<file path="src/rtl/pgwalk_pkg.sv">
package pgwalk_pkg;
  localparam int PG_OFF = 12;
  localparam int PTE_W  = 64;

  localparam logic [2:0] MODE_BARE = 3'd0;
  localparam logic [2:0] MODE_SV32 = 3'd1;
  localparam logic [2:0] MODE_SV39 = 3'd2;
  localparam logic [2:0] MODE_SV48 = 3'd3;
  localparam logic [2:0] MODE_SV57 = 3'd4;

  localparam logic [1:0] ACC_FETCH = 2'd0;
  localparam logic [1:0] ACC_STORE = 2'd2;

  // control -> datapath
  typedef struct packed {
    logic latchReq;
    logic latchPte;
    logic descend;
    logic finOk;
    logic finFault;
    logic finBare;
  } walkStrobe_t;

  // datapath -> control
  typedef struct packed {
    logic passThru;
    logic badReq;
    logic pteFault;
    logic isPtr;
    logic lastLevel;
    logic needWrite;
  } walkStatus_t;

  // number of table levels per mode, 0 for an unsupported code
  function automatic logic [2:0] modeDepth(input logic [2:0] m);
    case (m)
      MODE_SV32: modeDepth = 3'd2;
      MODE_SV39: modeDepth = 3'd3;
      MODE_SV48: modeDepth = 3'd4;
      MODE_SV57: modeDepth = 3'd5;
      default:   modeDepth = 3'd0;
    endcase
  endfunction
endpackage

</file>
<file path="src/rtl/pgwalk_dpath.sv">
module pgwalk_dpath
  import pgwalk_pkg::*;
#(
  parameter int XLEN = 64,
  parameter int PA_W = 56
) (
  input  logic                     clk,
  input  logic                     rst_n,
  input  walkStrobe_t              stb,
  input  logic [XLEN-1:0]          reqVa,
  input  logic [1:0]               reqAcc,
  input  logic [1:0]               reqPriv,
  input  logic                     reqSum,
  input  logic                     reqMxr,
  input  logic [2:0]               reqMode,
  input  logic [PA_W-PG_OFF-1:0]   reqRootPpn,
  input  logic [PTE_W-1:0]         memRspData,
  output walkStatus_t              sts,
  output logic [PA_W-1:0]          memAddr,
  output logic [PTE_W-1:0]         memWdata,
  output logic                     memWide,
  output logic                     doneFault,
  output logic [PA_W-1:0]          donePa,
  output logic                     doneR,
  output logic                     doneW,
  output logic                     doneX
);
  localparam int PPN_W = PA_W - PG_OFF;
  localparam int VPN_W = XLEN - PG_OFF;

  logic [XLEN-1:0]  vaQ;
  logic [1:0]       accQ, privQ;
  logic             sumQ, mxrQ;
  logic [2:0]       modeQ, lvlQ;
  logic [PA_W-1:0]  baseQ;
  logic [PTE_W-1:0] pteQ;

  logic             sv32, canon, isStore, isFetch, isLoad;
  logic [2:0]       levels;
  logic [3:0]       idxBits;
  logic [6:0]       vaBits;
  logic [5:0]       shiftAmt;
  logic [XLEN-1:0]  hiMask, hiBits, vaEff;
  logic [VPN_W-1:0] vpn, idxMask, idx;
  logic [PTE_W-1:0] pteData, pteNew;
  logic [PPN_W-1:0] ppn, lowMask;
  logic             fV, fR, fW, fX, fU, fA, fD;
  logic             misaligned, uBad, sBad, accBad, leafBad;
  logic [PA_W-1:0]  leafPa;

  always_comb begin
    sv32     = (modeQ == MODE_SV32);
    levels   = modeDepth(modeQ);
    idxBits  = sv32 ? 4'd10 : 4'd9;
    vaBits   = 7'(PG_OFF) + 7'(levels) * 7'd9;
    hiMask   = ~((XLEN'(1) << (vaBits - 7'd1)) - XLEN'(1));
    hiBits   = vaQ & hiMask;
    canon    = (hiBits == '0) || (hiBits == hiMask);
    vaEff    = sv32 ? XLEN'(vaQ[31:0]) : vaQ;
    vpn      = vaEff[XLEN-1:PG_OFF];
    shiftAmt = 6'(lvlQ) * 6'(idxBits);
    idxMask  = (VPN_W'(1) << idxBits) - VPN_W'(1);
    idx      = (vpn >> shiftAmt) & idxMask;
    memAddr  = baseQ + (PA_W'(idx) << (sv32 ? 2 : 3));
    memWide  = !sv32;

    pteData  = sv32 ? PTE_W'(pteQ[31:0]) : pteQ;
    ppn      = pteData[10 +: PPN_W];
    {fD, fA, fU, fX, fW, fR, fV} = {pteData[7:6], pteData[4:0]};
    lowMask  = (PPN_W'(1) << shiftAmt) - PPN_W'(1);
    leafPa   = {ppn | (PPN_W'(vpn) & lowMask), vaQ[PG_OFF-1:0]};

    isStore  = (accQ == ACC_STORE);
    isFetch  = (accQ == ACC_FETCH);
    isLoad   = !isStore && !isFetch;

    misaligned = |(ppn & lowMask);
    uBad     = fU && (privQ != 2'd0) && (!sumQ || isFetch);
    sBad     = !fU && (privQ != 2'd1);
    accBad   = (isLoad && !(fR || (fX && mxrQ))) || (isStore && !fW) || (isFetch && !fX);
    leafBad  = (fW && !fR) || uBad || sBad || misaligned || accBad;

    pteNew   = pteQ | PTE_W'(8'h40) | (isStore ? PTE_W'(8'h80) : '0);
    memWdata = pteNew;

    sts.passThru  = (modeQ == MODE_BARE) || privQ[1];
    sts.badReq    = (levels == 3'd0) || (!sv32 && !canon);
    sts.isPtr     = fV && !fR && !fW && !fX;
    sts.pteFault  = !fV || (!sts.isPtr && leafBad);
    sts.lastLevel = (lvlQ == 3'd0);
    sts.needWrite = !fA || (isStore && !fD);
  end

  always_ff @(posedge clk or negedge rst_n) begin
    if (!rst_n) begin
      vaQ <= '0; accQ <= '0; privQ <= '0; sumQ <= 1'b0; mxrQ <= 1'b0;
      modeQ <= '0; lvlQ <= '0; baseQ <= '0; pteQ <= '0;
    end else begin
      if (stb.latchReq) begin
        vaQ   <= reqVa;
        accQ  <= reqAcc;
        privQ <= reqPriv;
        sumQ  <= reqSum;
        mxrQ  <= reqMxr;
        modeQ <= reqMode;
        lvlQ  <= modeDepth(reqMode) - 3'd1;
        baseQ <= {reqRootPpn, {PG_OFF{1'b0}}};
      end
      if (stb.latchPte) pteQ <= memRspData;
      if (stb.descend) begin
        baseQ <= {ppn, {PG_OFF{1'b0}}};
        lvlQ  <= lvlQ - 3'd1;
      end
    end
  end

  always_ff @(posedge clk or negedge rst_n) begin
    if (!rst_n) begin
      doneFault <= 1'b0; donePa <= '0;
      doneR <= 1'b0; doneW <= 1'b0; doneX <= 1'b0;
    end else if (stb.finBare) begin
      doneFault <= 1'b0; donePa <= vaQ[PA_W-1:0];
      doneR <= 1'b1; doneW <= 1'b1; doneX <= 1'b1;
    end else if (stb.finOk) begin
      doneFault <= 1'b0; donePa <= leafPa;
      doneR <= fR || (fX && mxrQ);
      doneW <= fW && (isStore || fD);
      doneX <= fX;
    end else if (stb.finFault) begin
      doneFault <= 1'b1; donePa <= '0;
      doneR <= 1'b0; doneW <= 1'b0; doneX <= 1'b0;
    end
  end
endmodule

</file>
<file path="src/rtl/pgwalk_ctrl.sv">
module pgwalk_ctrl
  import pgwalk_pkg::*;
(
  input  logic        clk,
  input  logic        rst_n,
  input  logic        reqValid,
  input  walkStatus_t sts,
  input  logic        memRspValid,
  input  logic        memRspErr,
  output walkStrobe_t stb,
  output logic        reqReady,
  output logic        doneValid,
  output logic        memReqValid,
  output logic        memReqWrite
);
  typedef enum logic [2:0] {
    ST_IDLE, ST_CHECK, ST_READ, ST_RWAIT, ST_EVAL, ST_WRITE, ST_WWAIT, ST_DONE
  } walkState_t;

  walkState_t state, nextState;

  always_comb begin
    nextState = state;
    stb       = '0;
    case (state)
      ST_IDLE: if (reqValid) begin
        stb.latchReq = 1'b1;
        nextState    = ST_CHECK;
      end
      ST_CHECK: begin
        if (sts.passThru) begin
          stb.finBare = 1'b1; nextState = ST_DONE;
        end else if (sts.badReq) begin
          stb.finFault = 1'b1; nextState = ST_DONE;
        end else begin
          nextState = ST_READ;
        end
      end
      ST_READ: nextState = ST_RWAIT;
      ST_RWAIT: if (memRspValid) begin
        if (memRspErr) begin
          stb.finFault = 1'b1; nextState = ST_DONE;
        end else begin
          stb.latchPte = 1'b1; nextState = ST_EVAL;
        end
      end
      ST_EVAL: begin
        if (sts.pteFault) begin
          stb.finFault = 1'b1; nextState = ST_DONE;
        end else if (sts.isPtr) begin
          if (sts.lastLevel) begin
            stb.finFault = 1'b1; nextState = ST_DONE;
          end else begin
            stb.descend = 1'b1; nextState = ST_READ;
          end
        end else if (sts.needWrite) begin
          nextState = ST_WRITE;
        end else begin
          stb.finOk = 1'b1; nextState = ST_DONE;
        end
      end
      ST_WRITE: nextState = ST_WWAIT;
      ST_WWAIT: if (memRspValid) begin
        if (memRspErr) stb.finFault = 1'b1;
        else           stb.finOk    = 1'b1;
        nextState = ST_DONE;
      end
      ST_DONE: nextState = ST_IDLE;
      default: nextState = ST_IDLE;
    endcase
  end

  always_ff @(posedge clk or negedge rst_n) begin
    if (!rst_n) state <= ST_IDLE;
    else        state <= nextState;
  end

  assign reqReady    = (state == ST_IDLE);
  assign doneValid   = (state == ST_DONE);
  assign memReqValid = (state == ST_READ) || (state == ST_WRITE);
  assign memReqWrite = (state == ST_WRITE);
endmodule

</file>
<file path="src/rtl/pgwalk_top.sv">
module pgwalk_top
  import pgwalk_pkg::*;
#(
  parameter int XLEN = 64,
  parameter int PA_W = 56
) (
  input  logic                   clk,
  input  logic                   rst_n,
  input  logic                   reqValid,
  output logic                   reqReady,
  input  logic [XLEN-1:0]        reqVa,
  input  logic [1:0]             reqAcc,
  input  logic [1:0]             reqPriv,
  input  logic                   reqSum,
  input  logic                   reqMxr,
  input  logic [2:0]             reqMode,
  input  logic [PA_W-13:0]       reqRootPpn,
  output logic                   doneValid,
  output logic                   doneFault,
  output logic [PA_W-1:0]        donePa,
  output logic                   doneR,
  output logic                   doneW,
  output logic                   doneX,
  output logic                   memReqValid,
  output logic                   memReqWrite,
  output logic                   memWide,
  output logic [PA_W-1:0]        memAddr,
  output logic [63:0]            memWdata,
  input  logic                   memRspValid,
  input  logic                   memRspErr,
  input  logic [63:0]            memRspData
);
  walkStrobe_t stb;
  walkStatus_t sts;

  pgwalk_ctrl u_ctrl (
    .clk(clk), .rst_n(rst_n), .reqValid(reqValid), .sts(sts),
    .memRspValid(memRspValid), .memRspErr(memRspErr), .stb(stb),
    .reqReady(reqReady), .doneValid(doneValid),
    .memReqValid(memReqValid), .memReqWrite(memReqWrite)
  );

  pgwalk_dpath #(.XLEN(XLEN), .PA_W(PA_W)) u_dpath (
    .clk(clk), .rst_n(rst_n), .stb(stb),
    .reqVa(reqVa), .reqAcc(reqAcc), .reqPriv(reqPriv), .reqSum(reqSum),
    .reqMxr(reqMxr), .reqMode(reqMode), .reqRootPpn(reqRootPpn),
    .memRspData(memRspData), .sts(sts), .memAddr(memAddr),
    .memWdata(memWdata), .memWide(memWide), .doneFault(doneFault),
    .donePa(donePa), .doneR(doneR), .doneW(doneW), .doneX(doneX)
  );
endmodule

</file>
<file path="config.mk">
export PLATFORM = sky130hd
export DESIGN_NAME = pgwalk_top
export DESIGN_NICKNAME = d
export VERILOG_FILES = /design/src/rtl/pgwalk_pkg.sv /design/src/rtl/pgwalk_dpath.sv /design/src/rtl/pgwalk_ctrl.sv /design/src/rtl/pgwalk_top.sv
export SDC_FILE = /design/constraint.sdc
export NUM_CORES = 1
export LEC_CHECK = 0
export BUFFER_PORTS_ARGS = -buffer_cell sky130_fd_sc_hd__clkbuf_2
export CELL_PAD_IN_SITES_DETAIL_PLACEMENT = 1
export CELL_PAD_IN_SITES_GLOBAL_PLACEMENT = 1
export CORE_MARGIN = 2
export CORE_UTILIZATION = 45
export CTS_CLUSTER_SIZE = 12
export DETAILED_ROUTE_END_ITERATION = 10
export PLACE_DENSITY = 0.95
export SLEW_MARGIN = 10
export SYNTH_ARGS = -nofsm -noshare
export SYNTH_HDL_FRONTEND = slang
export SYNTH_SLANG_ARGS = --single-unit
export TNS_END_PERCENT = 100
</file>
<file path="constraint.sdc">
create_clock -name clk -period 17.1 [get_ports clk]
set_clock_uncertainty 0.1 [all_clocks]
set_input_delay 3.42 -clock clk [delete_from_list [all_inputs] [get_ports clk]]
set_output_delay 3.42 -clock clk [all_outputs]
set_load 0.005 [all_outputs]
</file>
==> load_flow_metrics.sql <==
INSERT INTO impl_metrics (metric_group, metric, value, unit) VALUES
('run_status', 'result_of_the_run', 'complete, no violations', ''),
('finish', 'finish.instance_area', '0.0214', 'mm2'),
('finish', 'areaGrowthSynthToFinish', '16.1', '%'),
('floorplanning', 'die-width', '206', 'um'),
('pwr', 'power_report.internal_total', '2.64', 'mW'),
('cts', 'clock_tree_from_tritoncts', 'done', ''),
('finish', 'layout-drive-gt1-share', '24.1', '%'),
('cts', 'clk_pin_slew', '70', 'ps'),
('floorplanning', 'die_area', '0.0426', 'mm2'),
('synth', 'netlist.area_leader.share', '33.5', '%'),
('placement', 'placement.io_buffers', '367', ''),
('detailed_routing', 'firstDrtPassIters', '6', ''),
('timing', 'final.setup.tns', '0', 'ps'),
('detailed_routing', 'drt-vias-per-instance', '6.83', ''),
('synth', 'yosys_register_bits', '247', ''),
('synth', 'asyncSetResetFlopFracSynth', '100', '%'),
('cts', 'tritoncts_num_sinks', '247', ''),
('cts', 'cts_made_buffers', '29', ''),
('floorplanning', 'core-area', '0.0406', 'mm2'),
('synth', 'ys_types', '95', ''),
('pwr', 'power.density', '286', 'mW/mm2'),
('placement', 'place_hpwl', '66800', 'um'),
('timing', 'report.final.hold_viol_count', '0', ''),
('grt', 'globalRoute.totalOverflow', '0', ''),
('pwr', 'share_comb_of_total_power', '67.0', '%'),
('detailed_routing', 'detail_route.drc_violations', '0', ''),
('cts', 'post_cts.repair.setup_buffers', '0', ''),
('cts', 'cts_resized', '0', ''),
('floorplanning', 'placement_rows', '74', ''),
('detailed_routing', 'antenna_violating_nets_post_route', '0', ''),
('timing', 'fin_crit_sh', '52.4', '%'),
('cts', 'cts_hold_buf', '0', ''),
('timing', 'worst_hold_slack', '418', 'ps'),
('run', 'max_cap_viol_count', '0', ''),
('worst_hold_path', 'path_category_of_the_worst_min_delay_check', 'flip-flop to flip-flop', ''),
('setup_path', 'worst-endpoint-required', '17500', 'ps'),
('cts', 'clock_latency', '610', 'ps'),
('detailed_routing', 'totalWireLength', '93800', 'um'),
('timing', 'maxSlewHeadroom', '8.77', '%'),
('placement', 'place_congestion', '1.05', ''),
('detailed_routing', 'total_via_count_after_detailed_routing', '20900', ''),
('detailed_routing', 'drt_first_iter_violations', '2601', ''),
('pwr', 'ir_worst_vdd', '0.183', 'mV'),
('floorplanning', 'pin_count', '371', ''),
('cts', 'clk_root_buffer_cell', 'clkbuf_16', ''),
('setup_path', 'critical_path_arrival', '9370', 'ps'),
('setup_path', 'cp-end-kind', 'flip-flop', ''),
('synth', 'yosys_warnings', '0', ''),
('floorplanning', 'die_height', '206', 'um'),
('pwr', 'share_seq_of_total_power', '22.4', '%'),
('pwr', 'static-leakage-power', '9.85', 'nW'),
('grt', 'grt_first_pass_wirelength', '138000', 'um'),
('setup_path', 'path_class', 'flip-flop to flip-flop', ''),
('synth', 'yosys_most_used_dff', 'dfrtp_1', ''),
('timing', 'worst_pin_slew', '1350', 'ps'),
('detailed_routing', 'route.detailed.wl_per_inst', '30.6', 'um'),
('pwr', 'switching_share', '56.8', '%'),
('synth', 'postSynthCellCount', '2256', ''),
('timing', 'setup_viol_count_final', '0', ''),
('synth', 'seq_area_frac_synth', '33.5', '%'),
('grt', 'maximum_number_of_pins_on_one_net_before_global_route_repair', '101', ''),
('setup_path', 'cp-start-kind', 'flip-flop', ''),
('floorplanning', 'initial_utilization', '45.4', '%'),
('setup_path', 'path_max_fanout', '62', ''),
('cts', 'cts_htree_levels', '1', ''),
('pwr', 'p_switching', '3.48', 'mW'),
('grt', 'first_global_vias', '21200', ''),
('synth', 'syn_area_per_cell', '8.17', 'um2'),
('synth', 'netlist.top_cell.by_area', 'dfrtp_1', ''),
('timing', 'setup_slack', '8130', 'ps'),
('grt', 'grt_usage', '43.3', '%'),
('finish', 'layout.nets', '2714', ''),
('timing', 'timing.fmax', '112', 'MHz'),
('cts', 'ctsLongestPathBuffers', '3', ''),
('timing', 'final.min_clock_period', '8970', 'ps'),
('pwr', 'power.share.clock', '10.5', '%'),
('synth', 'synth_area_leaders', 'dfrtp_1 34%, nand2_1 10%, mux2_2 4.5%, mux2i_1 3.2%, nor2_1 3.0%', ''),
('placement', 'preCtsSetupSlack', '8490', 'ps'),
('synth', 'edff_count_synth', '0', ''),
('grt', 'number_of_antenna_violations_at_the_first_check_in_global_routing', '5', ''),
('timing', 'setup_repair_after_global_routing_missed_its_margin', 'false', ''),
('placement', 'postPlaceCellArea', '0.0205', 'mm2'),
('timing', 'timing_max_transition_violations_final', '0', ''),
('synth', 'synth_area', '0.0184', 'mm2');
registers in the layout, summed over array words and instances, names as in the netlist:
register	count
u_dpath.pteQ	64
u_dpath.vaQ	64
u_dpath.donePa	56
u_dpath.baseQ	44
u_ctrl.state	3
u_dpath.lvlQ	3
u_dpath.modeQ	3
u_dpath.accQ	2
u_dpath.privQ	2
u_dpath.doneFault	1
u_dpath.doneR	1
u_dpath.doneW	1
u_dpath.doneX	1
u_dpath.mxrQ	1
u_dpath.sumQ	1
final timing paths:
path                                  start            endpoint  slack (ps)  cells after the start
max                        u_dpath.modeQ[0]  u_dpath.donePa[28]        8130                     24
min                        u_dpath.pteQ[63]    u_dpath.pteQ[63]         420                      1
max reg2reg                u_dpath.modeQ[0]  u_dpath.donePa[28]        8130                     24
min reg2reg                u_dpath.pteQ[63]    u_dpath.pteQ[63]         420                      1
max in group asynchronous             rst_n    u_dpath.pteQ[55]       12520                      2
min in group asynchronous             rst_n   u_dpath.baseQ[52]        2750                      1
stage by stage:
| stage | power, mW | util [%] | cells |
|---|---|---|---|
| after global routing | 6.40 | 52.6 | 3059 |
| after CTS | 5.93 | 52.6 | 3059 |
| after floorplan | 3.73 | - | 2261 |
| after detailed placement | 5.23 | 50.3 | 3006 |
| after global placement | 5.12 | 50.3 | 3006 |
| final | 6.12 | 52.7 | 3060 |
worst max-delay path, stage by stage (launching register included):
cell and delay, ps:
dfrtp_1 530, nor3b_4 230, buf_4 380, inv_2 80
nor2_1 110, ha_1 250, inv_1 90, fa_2 200
buf_4 580, nand2b_1 340, nor2_1 580, o21ai_0 380
or3_1 470, ha_1 240, inv_1 450, nor4_1 140
a211oi_1 350, nor2b_1 80, a2111oi_0 440, a31oi_1 380
o41ai_4 570, nor3b_4 880, buf_4 560, nand2_1 150
o22ai_1 220
synth_stat cells (45+ instances only):
master	n
mux2_2	73
inv_1	52
clkbuf_1	128
o21ai_1	45
o21ai_0	102
dfrtp_1	247
xnor2_1	50
nand3_1	55
nand2_1	493
nor2_1	149
a21oi_1	87
a22oi_1	56
mux2i_1	59
power groups by stage:
stage / sequential, mW / clock (mW) / combinational, mW
2_1_floorplan: 1.06 / 0 / 2.67
3_3_place_gp: 1.31 / 0 / 3.81
3_5_place_dp: 1.33 / 0 / 3.90
4_1_cts: 1.33 / 0.643 / 3.96
5_1_grt: 1.37 / 0.663 / 4.37
6_report: 1.37 / 0.644 / 4.10
per-layer routing:
metal	global-route usage (%)	wire (um)	vias to the layer above	share of wire, %
met5	0	58	-	0.062
li1	-	-	8633	-
met1	56.6	36200	10400	39
met2	67.3	42300	1457	45
met4	22.9	5930	6	6.3
met3	8.91	9290	372	9.9
layout make-up:
cell class,count,area [um2]
clock buffer,40,797
clock inverter,13,141
tap,532,666
timing repair buffer,411,2180
antenna,1,2.50
inverter,54,203
sequential,247,6180
multi-input combinational,1762,11200
fill,4930,19200
cells by family (layout without fill, tap and decap cells):
| family | after synthesis | count (layout) | synth area share, % |
|---|---|---|---|
| AND/OR/NAND/NOR | 910 | 910 | 22.3 |
| buffers and inverters | 252 | 518 | 6.19 |
| adder cells (fa/ha/maj) | 23 | 23 | 1.60 |
| other | 2 | 8 | 0.0407 |
| flip-flops | 247 | 247 | 33.5 |
| multiplexers | 152 | 152 | 10.1 |
| XOR/XNOR | 70 | 70 | 3.32 |
| AO/OA/AOI/OAI | 600 | 600 | 22.9 |
placed cells by master (no fill, tap or decap), drive strengths merged, types with 22 or more instances in the layout:
cell type / n
a211oi: 27
a21oi: 91
a22oi: 56
a31oi: 22
and3: 24
buf: 45
clkbuf: 406
dfrtp: 247
ha: 22
inv: 58
mux2: 73
mux2i: 59
nand2: 493
nand3: 55
nand4: 27
nor2: 149
nor3: 36
nor4: 28
o211ai: 25
o21ai: 148
o22ai: 22
xnor2: 50
Power figures use the tool's default switching activity.
